`config.mk`:
```
export PLATFORM = sky130hd
export DESIGN_NAME = samp_pacer
export DESIGN_NICKNAME = d
export VERILOG_FILES = /design/src/rtl/samp_pacer_pkg.sv /design/src/rtl/pacer_regs.sv /design/src/rtl/pacer_interval.sv /design/src/rtl/pacer_extsync.sv /design/src/rtl/samp_pacer.sv
export SDC_FILE = /design/constraint.sdc
export NUM_CORES = 1
export LEC_CHECK = 0
export ABC_AREA = 0
export ABC_CLOCK_PERIOD_IN_PS = 1900
export BUFFER_PORTS_ARGS = -buffer_cell sky130_fd_sc_hd__buf_2
export CAP_MARGIN = 15
export CORE_MARGIN = 2
export CORE_UTILIZATION = 50
export DETAILED_ROUTE_END_ITERATION = 10
export MAX_ROUTING_LAYER = met4
export PLACE_DENSITY = 0.73
export SLEW_MARGIN = 20
export SYNTH_ARGS = -nofsm -noshare
export SYNTH_HDL_FRONTEND = slang
export SYNTH_SLANG_ARGS = --single-unit
```
`constraint.sdc`:
```
create_clock -name clk -period 1.9 [get_ports clk]
set_input_delay 0.38 -clock clk [delete_from_list [all_inputs] [get_ports clk]]
set_output_delay 0.38 -clock clk [all_outputs]
set_load 0.005 [all_outputs]
```
`src/rtl/samp_pacer_pkg.sv`:
```
package samp_pacer_pkg;
    localparam int ADDR_W = 2;
    localparam logic [ADDR_W-1:0] ADR_COUNT = 2'd0;
    localparam logic [ADDR_W-1:0] ADR_CTRL  = 2'd1;
    localparam logic [ADDR_W-1:0] ADR_CHAN  = 2'd2;
    localparam int RUN_BIT = 0;
    localparam int MIN_INTERVAL = 2;
endpackage

```
`src/rtl/pacer_regs.sv`:
```
module pacer_regs
    import samp_pacer_pkg::*;
#(
    parameter int CNT_W = 16,
    parameter int CH_W  = 4
) (
    input  logic              clk,
    input  logic              rst_n,
    input  logic              wr_en,
    input  logic [ADDR_W-1:0] wr_addr,
    input  logic [CNT_W-1:0]  wr_data,
    output logic [CNT_W-1:0]  count,
    output logic              run,
    output logic              halt,
    output logic [CH_W-1:0]   chan
);
    typedef struct packed {
        logic [CNT_W-1:0] count;
        logic             run;
        logic [CH_W-1:0]  chan;
    } regs_t;

    regs_t r_d, r_q;
    logic  wr_count, wr_ctrl, wr_chan;

    always_comb begin
        wr_count = wr_en && (wr_addr == ADR_COUNT);
        wr_ctrl  = wr_en && (wr_addr == ADR_CTRL);
        wr_chan  = wr_en && (wr_addr == ADR_CHAN);
        r_d = r_q;
        if (wr_count) r_d.count = wr_data;
        if (wr_ctrl)  r_d.run   = wr_data[RUN_BIT];
        if (wr_chan)  r_d.chan  = wr_data[CH_W-1:0];
        halt = wr_ctrl && !wr_data[RUN_BIT];
    end

    always_ff @(posedge clk or negedge rst_n) begin
        if (!rst_n) r_q <= '0;
        else        r_q <= r_d;
    end

    assign count = r_q.count;
    assign run   = r_q.run;
    assign chan  = r_q.chan;

    // the channel only moves on a write to its address
    a_r10_chan_hold: assert property (@(posedge clk) disable iff (!rst_n)
        !wr_chan |=> $stable(r_q.chan));
    // a stop write clears the run state on the accepting edge
    a_r6_stop_clears: assert property (@(posedge clk) disable iff (!rst_n)
        halt |=> !r_q.run);
endmodule

```
`src/rtl/pacer_interval.sv`:
```
module pacer_interval
    import samp_pacer_pkg::*;
#(
    parameter int CNT_W = 16
) (
    input  logic             clk,
    input  logic             rst_n,
    input  logic             tick,
    input  logic             run,
    input  logic             halt,
    input  logic [CNT_W-1:0] count,
    output logic             pulse
);
    localparam logic [CNT_W-1:0] FLOOR = CNT_W'(MIN_INTERVAL);
    localparam logic [CNT_W-1:0] ONE   = CNT_W'(1);

    typedef struct packed {
        logic [CNT_W-1:0] cnt;
        logic             active;
        logic             pulse;
    } tmr_t;

    tmr_t t_d, t_q;
    logic [CNT_W-1:0] reload;
    logic             expire;

    always_comb begin
        reload = (count < FLOOR) ? FLOOR : count;
        expire = 1'b0;
        t_d = t_q;
        t_d.pulse = 1'b0;
        if (!run || halt) begin
            t_d.active = 1'b0;
            t_d.cnt    = '0;
        end else if (!t_q.active) begin
            t_d.active = 1'b1;
            t_d.cnt    = reload;
        end else if (tick) begin
            if (t_q.cnt == ONE) begin
                expire    = 1'b1;
                t_d.pulse = 1'b1;
                t_d.cnt   = reload;
            end else begin
                t_d.cnt = t_q.cnt - ONE;
            end
        end
    end

    always_ff @(posedge clk or negedge rst_n) begin
        if (!rst_n) t_q <= '0;
        else        t_q <= t_d;
    end

    assign pulse = t_q.pulse;

    // an interval-end pulse is one clock wide
    a_r3_pulse_single: assert property (@(posedge clk) disable iff (!rst_n)
        t_q.pulse |=> !t_q.pulse);
    // the value reloaded with a pulse is never below the floor
    a_r4_reload_floor: assert property (@(posedge clk) disable iff (!rst_n)
        t_q.pulse |-> (t_q.cnt >= FLOOR));
    // a stopped or stopping timer issues no pulse
    a_r6_no_pulse_stopped: assert property (@(posedge clk) disable iff (!rst_n)
        (!run || halt) |=> !t_q.pulse);
    // a pulse only ever follows an active count
    a_r3_pulse_from_active: assert property (@(posedge clk) disable iff (!rst_n)
        expire |-> t_q.active);
endmodule

```
`src/rtl/pacer_extsync.sv`:
```
module pacer_extsync #(
    parameter int STAGES = 2
) (
    input  logic clk,
    input  logic rst_n,
    input  logic pin,
    output logic rise
);
    typedef struct packed {
        logic [STAGES:0] sh;
    } sync_t;

    sync_t s_d, s_q;

    always_comb begin
        s_d = s_q;
        s_d.sh = {s_q.sh[STAGES-1:0], pin};
        rise = s_q.sh[STAGES-1] & ~s_q.sh[STAGES];
    end

    always_ff @(posedge clk or negedge rst_n) begin
        if (!rst_n) s_q <= '1;
        else        s_q <= s_d;
    end

    // one detected edge lasts exactly one clock
    a_r8_edge_single: assert property (@(posedge clk) disable iff (!rst_n)
        rise |=> !rise);
endmodule

```
`src/rtl/samp_pacer.sv`:
```
module samp_pacer
    import samp_pacer_pkg::*;
#(
    parameter int CNT_W       = 16,
    parameter int CH_W        = 4,
    parameter int SYNC_STAGES = 2
) (
    input  logic              clk,
    input  logic              rst_n,
    input  logic              tick_1us,
    input  logic              wr_en,
    input  logic [ADDR_W-1:0] wr_addr,
    input  logic [CNT_W-1:0]  wr_data,
    input  logic              ext_conv_n,
    output logic [CH_W-1:0]   chan_sel,
    output logic              timer_out,
    output logic              conv_start
);
    typedef struct packed {
        logic tmr_prev;
        logic conv;
    } top_t;

    top_t p_d, p_q;
    logic [CNT_W-1:0] count;
    logic run, halt, tmr_pulse, ext_rise, tmr_rise;

    pacer_regs #(.CNT_W(CNT_W), .CH_W(CH_W)) u_regs (
        .clk(clk), .rst_n(rst_n), .wr_en(wr_en), .wr_addr(wr_addr),
        .wr_data(wr_data), .count(count), .run(run), .halt(halt), .chan(chan_sel)
    );

    pacer_interval #(.CNT_W(CNT_W)) u_interval (
        .clk(clk), .rst_n(rst_n), .tick(tick_1us), .run(run), .halt(halt),
        .count(count), .pulse(tmr_pulse)
    );

    pacer_extsync #(.STAGES(SYNC_STAGES)) u_extsync (
        .clk(clk), .rst_n(rst_n), .pin(ext_conv_n), .rise(ext_rise)
    );

    always_comb begin
        tmr_rise = tmr_pulse & ~p_q.tmr_prev;
        p_d.tmr_prev = tmr_pulse;
        p_d.conv     = tmr_rise | ext_rise;
    end

    always_ff @(posedge clk or negedge rst_n) begin
        if (!rst_n) p_q <= '0;
        else        p_q <= p_d;
    end

    assign timer_out  = tmr_pulse;
    assign conv_start = p_q.conv;

    // every timer edge yields a strobe one clock later
    a_r7_timer_strobe: assert property (@(posedge clk) disable iff (!rst_n)
        tmr_rise |=> conv_start);
    // a strobe always stems from a detected edge
    a_r9_strobe_source: assert property (@(posedge clk) disable iff (!rst_n)
        conv_start |-> $past(tmr_rise || ext_rise));
    // coincident edges give one strobe that then ends
    a_r9_merge_single: assert property (@(posedge clk) disable iff (!rst_n)
        (tmr_rise && ext_rise) |=> (conv_start ##1 !conv_start));
endmodule

```
==> run_results.csv, run 1 <==
group,metric,value,unit
synthesis,avgSynthCellArea,10.6,sq um
critical_path,worstSetupEndpointType,"flop",
detailed_routing,drt_first_iter_violations,164,
cells_and_area,synthToLayoutAreaGrowth,26.6,%
clock_tree,cts_made_buffers,5,
critical_path,worst-path-max-fanout,6,
floorplan,initial_utilization,0.516,
global_route,grt_max_degree,25,
timing,hold_viol,0,
pwr,ir_worst_vdd,761,uV
placement,dp_slack,0.00251,ns
cells_and_area,final_area,0.00284,sq mm
floorplan,die-area,0.00504,sq mm
cells_and_area,num_antenna_cells,0,
cells_and_area,layout.nets,297,
detailed_routing,drcViolationCount,0,
floorplan,rows,24,
synthesis,seq_area_frac_synth,0.492,
synthesis,synth_top_area_frac,0.457,
floorplan,pin_count,29,
synthesis,yosysWarnings,0,
clock_tree,root_buffer,"clkbuf_8",
detailed_routing,num_vias,1992,
critical_path,reg2reg_to,"u_interval.t_q[11]",
cells_and_area,layoutNonFillerInstCount,325,
clock_tree,insertion_delay,0.30,ns
global_route,grt_usage,0.243,
pwr,p_int,0.00220,W
synthesis,synth_fa_ha_area_frac,0.0111,
timing,rsz0062_at_grt,"true",
timing,worst_pin_slew,0.495,ns
synthesis,synth_common_cells,"41 x dfrtp_1, 25 x nand2_1, 19 x mux2_2",
detailed_routing,drtAntennaViolNets,0,
pwr,p_seq_frac,0.377,
min_path,hp-class,"primary input to asynchronous set/reset pin",
timing,setup_violations,0,
synthesis,synth_top_family_by_area,"simple AND/OR/NAND/NOR gates",
status,status,"finished, final reports clean",
synthesis,yosysUniqueCellTypes,52,
critical_path,crit_buf_inv,0,
floorplan,fp.dieH,71.0,um
synthesis,synth_most_common_cell,"dfrtp_1",
floorplan,design.core.area,0.00435,sq mm
placement,post_dp_cell_area,0.00266,sq mm
critical_path,path_cells,"nor4_4 -> nand4_1 -> o31ai_4 -> nand2_1 -> a41oi_2",
synthesis,synth-seq-cells,44,
placement,port_buffers,28,
critical_path,cp.depth,5,
critical_path,max_stage_delay,0.42,ns
clock_tree,cts_max_path_buffers,2,
synthesis,synth-simple-area-share,0.184,
timing,max-slew-margin-rel,0.670,
critical_path,rrSetupSlack,0.004,ns
critical_path,cp.arrival,2.12,ns
floorplan,die_w,71.0,um
synthesis,synth_ff_type,"dfrtp_1",
detailed_routing,drt_first_pass_iters,5,
pwr,p_per_area,1230,mW/mm^2
pwr,p_leak,1.24,nW
pwr,power,0.00349,W
placement,dp_cells,314,
timing,drv_slew,0,
clock_tree,cts_tree,"done",
critical_path,r2r_cells,5,
timing,timing.final.ws_setup,0.00421,ns
critical_path,worst_ep_required_time,2.12,ns
placement,post-dp-hpwl,4230,um
pwr,pwr-share-clk,0.210,
pwr,switching_share,0.370,
global_route,grt_pass1_vias,1854,
critical_path,crit_end,"u_interval.t_q[11]",
critical_path,crit_start,"u_interval.t_q[12]",
synthesis,syn_inst,211,
clock_tree,path_clk_slew,0.09,ns
critical_path,timing.rr.start,"u_interval.t_q[12]",
critical_path,start_kind,"flop",
cells_and_area,drive_gt1_frac,0.414,
global_route,antenna_found_initial,0,
clock_tree,htreeDepth,2,
synthesis,synth_xor_area_frac,0,
global_route,overflow,0,
synthesis,synthTopCellsByArea,"dfrtp_1 46%, mux2_2 9.5%, nand2_1 4.2%, dfstp_2 3.5%, o311ai_0 2.3%",
timing,timing.final.crit_share,0.998,
placement,gp_congestion,0.968,
detailed_routing,post_drt_via_cell_ratio,6.13,
synthesis,synthesis.nets,236,
synthesis,synth.area.mux_share,0.0997,
timing,period_needed,1.90,ns
global_route,grt_pass1_wl,9250,um
synthesis,syn_area,0.00225,sq mm
synthesis,yosys.area.top_type,"dfrtp_1",
critical_path,cp_top_family,"simple AND/OR/NAND/NOR gates",
timing,fin_skew,0.00899,ns
clock_tree,clock_sinks,44,
synthesis,synth_compound_area_frac,0.181,
critical_path,path_class,"flop to flop",
pwr,pwr-share-comb,0.413,
critical_path,slowest_stage,"dfrtp_1",
synthesis,synth-async-reset-ratio,1.00,
pwr,p_sw,0.00129,W
detailed_routing,wl_per_cell,18.1,um
run,cap_violations,0,
detailed_routing,routed_wl,5870,um
synthesis,synth-edff-count,0,
timing,fmax,527,MHz
==> registers in the layout, summed over array words and instances, names as in the netlist <==
signal	cells
u_regs.count	16
u_extsync.s_q	3
u_interval.pulse	1
u_regs.run	1
p_q	1
u_regs.chan	4
u_interval.t_q	17
conv_start	1
==> cell families after synthesis <==
| group | Yosys count |
|---|---|
| simple gates | 74 |
| compound gates | 54 |
| flops | 44 |
| mux | 20 |
| buf+inv | 17 |
| fa+ha+maj | 2 |
==> power by group through the flow <==
stage	logic [W]	clock network, W	registers (W)
2_1_floorplan	0.000766	0	0.00127
3_3_place_gp	0.00130	0	0.00130
3_5_place_dp	0.00130	0	0.00131
4_1_cts	0.00133	0.000734	0.00130
5_1_grt	0.00156	0.000772	0.00133
6_report	0.00144	0.000732	0.00131
==> worst min path at each step <==
stage / cells after the start / start / slack (ns) / end
3_5_place_dp: 0 / u_extsync.s_q[0] / 0.35 / u_extsync.s_q[1]
5_1_grt: 1 / rst_n / 0.06 / conv_start
3_3_place_gp: 0 / u_extsync.s_q[0] / 0.35 / u_extsync.s_q[1]
6_report: 1 / rst_n / 0.03 / conv_start
4_1_cts: 1 / rst_n / 0.05 / u_regs.count[4]
2_1_floorplan: 0 / rst_n / 0.08 / conv_start
==> placed cells by master, fill, tap and decap left out, drive strengths merged, types with 5 or more instances in the layout <==
cell type  Yosys  routed
buf            2      60
dfrtp         41      41
nand2         25      25
mux2          19      19
a21oi         11      11
inv           10      10
nor3          10      10
o21ai          9       9
nor2           8       8
o311ai         6       6
nand4          5       5
nand3          5       5
clkbuf         4       5
nor4           5       5
==> per-stage QoR <==
stage	utilization	setup TNS (ns)	hold WS, ns
floorplan	-	0	0.0844
global placement	0.610	0	0.346
detailed placement	0.610	0	0.347
CTS	0.637	0	0.0530
global route	0.653	-0.180	0.0647
finish	0.653	0	0.0335
==> layer usage <==
metal	track usage	vias up	routed length (um)
met4	0.0755	0	121
met1	0.335	967	2610
met3	0.0399	17	342
met2	0.370	86	2790
li1	-	922	-
met5	-	-	0
==> layout make-up <==
class	count	area [sq um]
clock inverters	3	42.5
repair buffers	60	397
fillers	321	1510
clock buffers	5	68.8
multi-input cells	150	1120
flip-flops and latches	44	1100
well taps	52	65.1
inverters	11	41.3
==> timing repair <==
item / in CTS / in global routing
gates resized for setup: 4 / 13
setup buffers: 0 / 3
setup endpoints to repair: 3 / 16
pin swaps: 1 / 10
hold buffers: 0 / 0
Note: power is estimated with default switching activity, not from simulation.
==> run 2: changes to the inputs <==
--- a/config.mk
+++ b/config.mk
@@ -11,7 +11,9 @@
 export CAP_MARGIN = 15
 export CORE_MARGIN = 2
 export CORE_UTILIZATION = 50
+export CTS_BUF_LIST = sky130_fd_sc_hd__clkbuf_8
 export DETAILED_ROUTE_END_ITERATION = 10
+export GPL_ROUTABILITY_DRIVEN = 0
 export MAX_ROUTING_LAYER = met4
 export PLACE_DENSITY = 0.73
 export SLEW_MARGIN = 20
==> run 2 against run 1 <==
The flow now finishes with violations (DRC, setup timing). Clock skew is essentially flat. Die area unchanged. Non-clock buffer count is 2 lower. Sequential power is essentially flat. Utilization shrank 0.69 points. Hold slack improved by 0.0076 ns. Critical endpoint is now u_interval.t_q[17].
==> run_results.csv, run 2 (synthesized netlist as in run 1, its figures left out) <==
group,metric,value,unit
cells_and_area,layout_commonest_cell,"dfrtp_1",
clock_tree,cts_max_path_buffers,2,
detailed_routing,drcViolationCount,1,
floorplan,die_w,71.0,um
cells_and_area,num_antenna_cells,0,
detailed_routing,num_vias,1952,
pwr,ir_worst_vdd,623,uV
detailed_routing,drtAntennaViolNets,0,
global_route,grt_max_degree,24,
floorplan,initial_utilization,0.516,
detailed_routing,drt_first_iter_violations,164,
floorplan,pin_count,29,
global_route,antenna_found_initial,0,
timing,fin_skew,0.00894,ns
detailed_routing,routed_wl,5560,um
pwr,p_leak,1.22,nW
pwr,p_per_area,1170,mW/mm^2
cells_and_area,final_area,0.00281,sq mm
clock_tree,htreeDepth,2,
critical_path,worstSetupEndpointType,"flop",
cells_and_area,final_cell_mix,"41 x dfrtp_1, 28 x buf_2, 28 x buf_4",
min_path,hp-class,"primary input to asynchronous set/reset pin",
timing,timing.final.ws_setup,-0.00939,ns
detailed_routing,post_drt_via_cell_ratio,6.06,
floorplan,rows,24,
critical_path,start_kind,"flop",
timing,period_needed,1.91,ns
timing,setup_violations,1,
cells_and_area,drive_gt1_frac,0.419,
clock_tree,root_buffer,"clkbuf_8",
cells_and_area,synthToLayoutAreaGrowth,25.3,%
placement,dp_cells,314,
timing,max-slew-margin-rel,0.653,
cells_and_area,layout.nets,295,
detailed_routing,drt_first_pass_iters,7,
global_route,overflow,0,
cells_and_area,largest-register,"u_interval.t_q",
placement,port_buffers,28,
cells_and_area,largest_register_ffs,17,
floorplan,die-area,0.00504,sq mm
run,cap_violations,0,
placement,post_dp_cell_area,0.00266,sq mm
global_route,grt_pass1_vias,1948,
global_route,grt_usage,0.245,
timing,timing.final.crit_share,1.00,
placement,post-dp-hpwl,4130,um
global_route,grt_pass1_wl,9300,um
detailed_routing,wl_per_cell,17.3,um
cells_and_area,layoutNonFillerInstCount,322,
clock_tree,cts_made_buffers,5,
floorplan,fp.dieH,71.0,um
clock_tree,clock_sinks,44,
floorplan,design.core.area,0.00435,sq mm
timing,rsz0062_at_grt,"true",
timing,fmax,524,MHz
clock_tree,cts_tree,"done",
clock_tree,path_clk_slew,0.08,ns
critical_path,worst_ep_required_time,2.10,ns
critical_path,cp.arrival,2.11,ns
timing,drv_slew,0,
critical_path,worst-path-max-fanout,5,
status,violations,"DRC, setup timing",
timing,worst_pin_slew,0.520,ns
clock_tree,insertion_delay,0.30,ns
timing,holdWs,0.0411,ns
timing,hold_viol,0,
critical_path,path_class,"flop to flop",
status,status,"finished with violations",
## run 2: changes by cell type in the layout (fill, tap and decap cells not counted), moves of 2 or more
cell,previous run,this run
buf_4,30,28
nand2_1,25,23
nand2_2,0,2
nor3_1,7,5
nor3_2,1,3
o21ai_0,7,5
o21ai_1,0,2
## run 2: timing repair
item / CTS / global route
endpoints found under the setup margin: 4 / 16
hold endpoints to repair: 0 / 0
hold buffers: 0 / 0
resized for setup: 2 / 19
gates cloned: 0 / 0
pin swaps: 0 / 10
buffers inserted: 0 / 1
## run 2: report_power, final
group          switching [W]  total, W  internal, W  leakage (nW)
sequential          0.000187   0.00130      0.00112         0.546
combinational       0.000749   0.00141     0.000666         0.632
clock               0.000316  0.000565     0.000249        0.0400
total                0.00125   0.00328      0.00203          1.22
## run 2: cell type report
cell class | instances | area (sq um)
timing repair buffer | 58 | 382
inverter | 11 | 41.3
fill | 341 | 1540
sequential | 44 | 1100
clock buffer | 5 | 68.8
multi-input combinational | 150 | 1140
clock inverter | 2 | 12.5
tap | 52 | 65.1
## run 2: path summary, 6_finish.rpt
| check | slack [ns] | cells past startpoint | startpoint | to |
|---|---|---|---|---|
| max reg2reg | -0.009 | 7 | u_interval.t_q[2] | u_interval.t_q[17] |
| min reg2reg | 0.36 | 0 | u_extsync.s_q[0] | u_extsync.s_q[1] |
| max | -0.009 | 7 | u_interval.t_q[2] | u_interval.t_q[17] |
| max in group asynchronous | 1.29 | 2 | rst_n | u_extsync.s_q[0] |
| min | 0.04 | 1 | rst_n | conv_start |
| min in group clk | 0.17 | 1 | ext_conv_n | u_extsync.s_q[0] |
## run 2: worst max-delay path: stages, from the launching register on
cell and delay (ns):
dfrtp_1 0.43, ha_1 0.23, nor2b_2 0.17, buf_4 0.14, o21ai_1 0.24, nor3_4 0.07
o311a_1 0.35, a21boi_2 0.16
## run 2: metrics by stage
step / setup slack, ns / total power [W] / TNS [ns] / utilization
2_1_floorplan: 0.0535 / 0.00204 / 0 / -
3_3_place_gp: 0.0508 / 0.00258 / 0 / 0.610
3_5_place_dp: -0.0326 / 0.00260 / -0.0326 / 0.610
4_1_cts: -0.0200 / 0.00318 / -0.0200 / 0.630
5_1_grt: -0.0487 / 0.00350 / -0.335 / 0.646
6_report: -0.00939 / 0.00328 / -0.00939 / 0.646
## run 2: routing by layer
| metal | routed length, um | vias up | global-route usage | share of wire |
|---|---|---|---|---|
| met2 | 2580 | 80 | 0.355 | 0.46 |
| met3 | 321 | 18 | 0.0499 | 0.058 |
| li1 | - | 917 | - | - |
| met5 | 0 | - | - | 0 |
| met1 | 2500 | 937 | 0.336 | 0.45 |
| met4 | 153 | 0 | 0.105 | 0.028 |
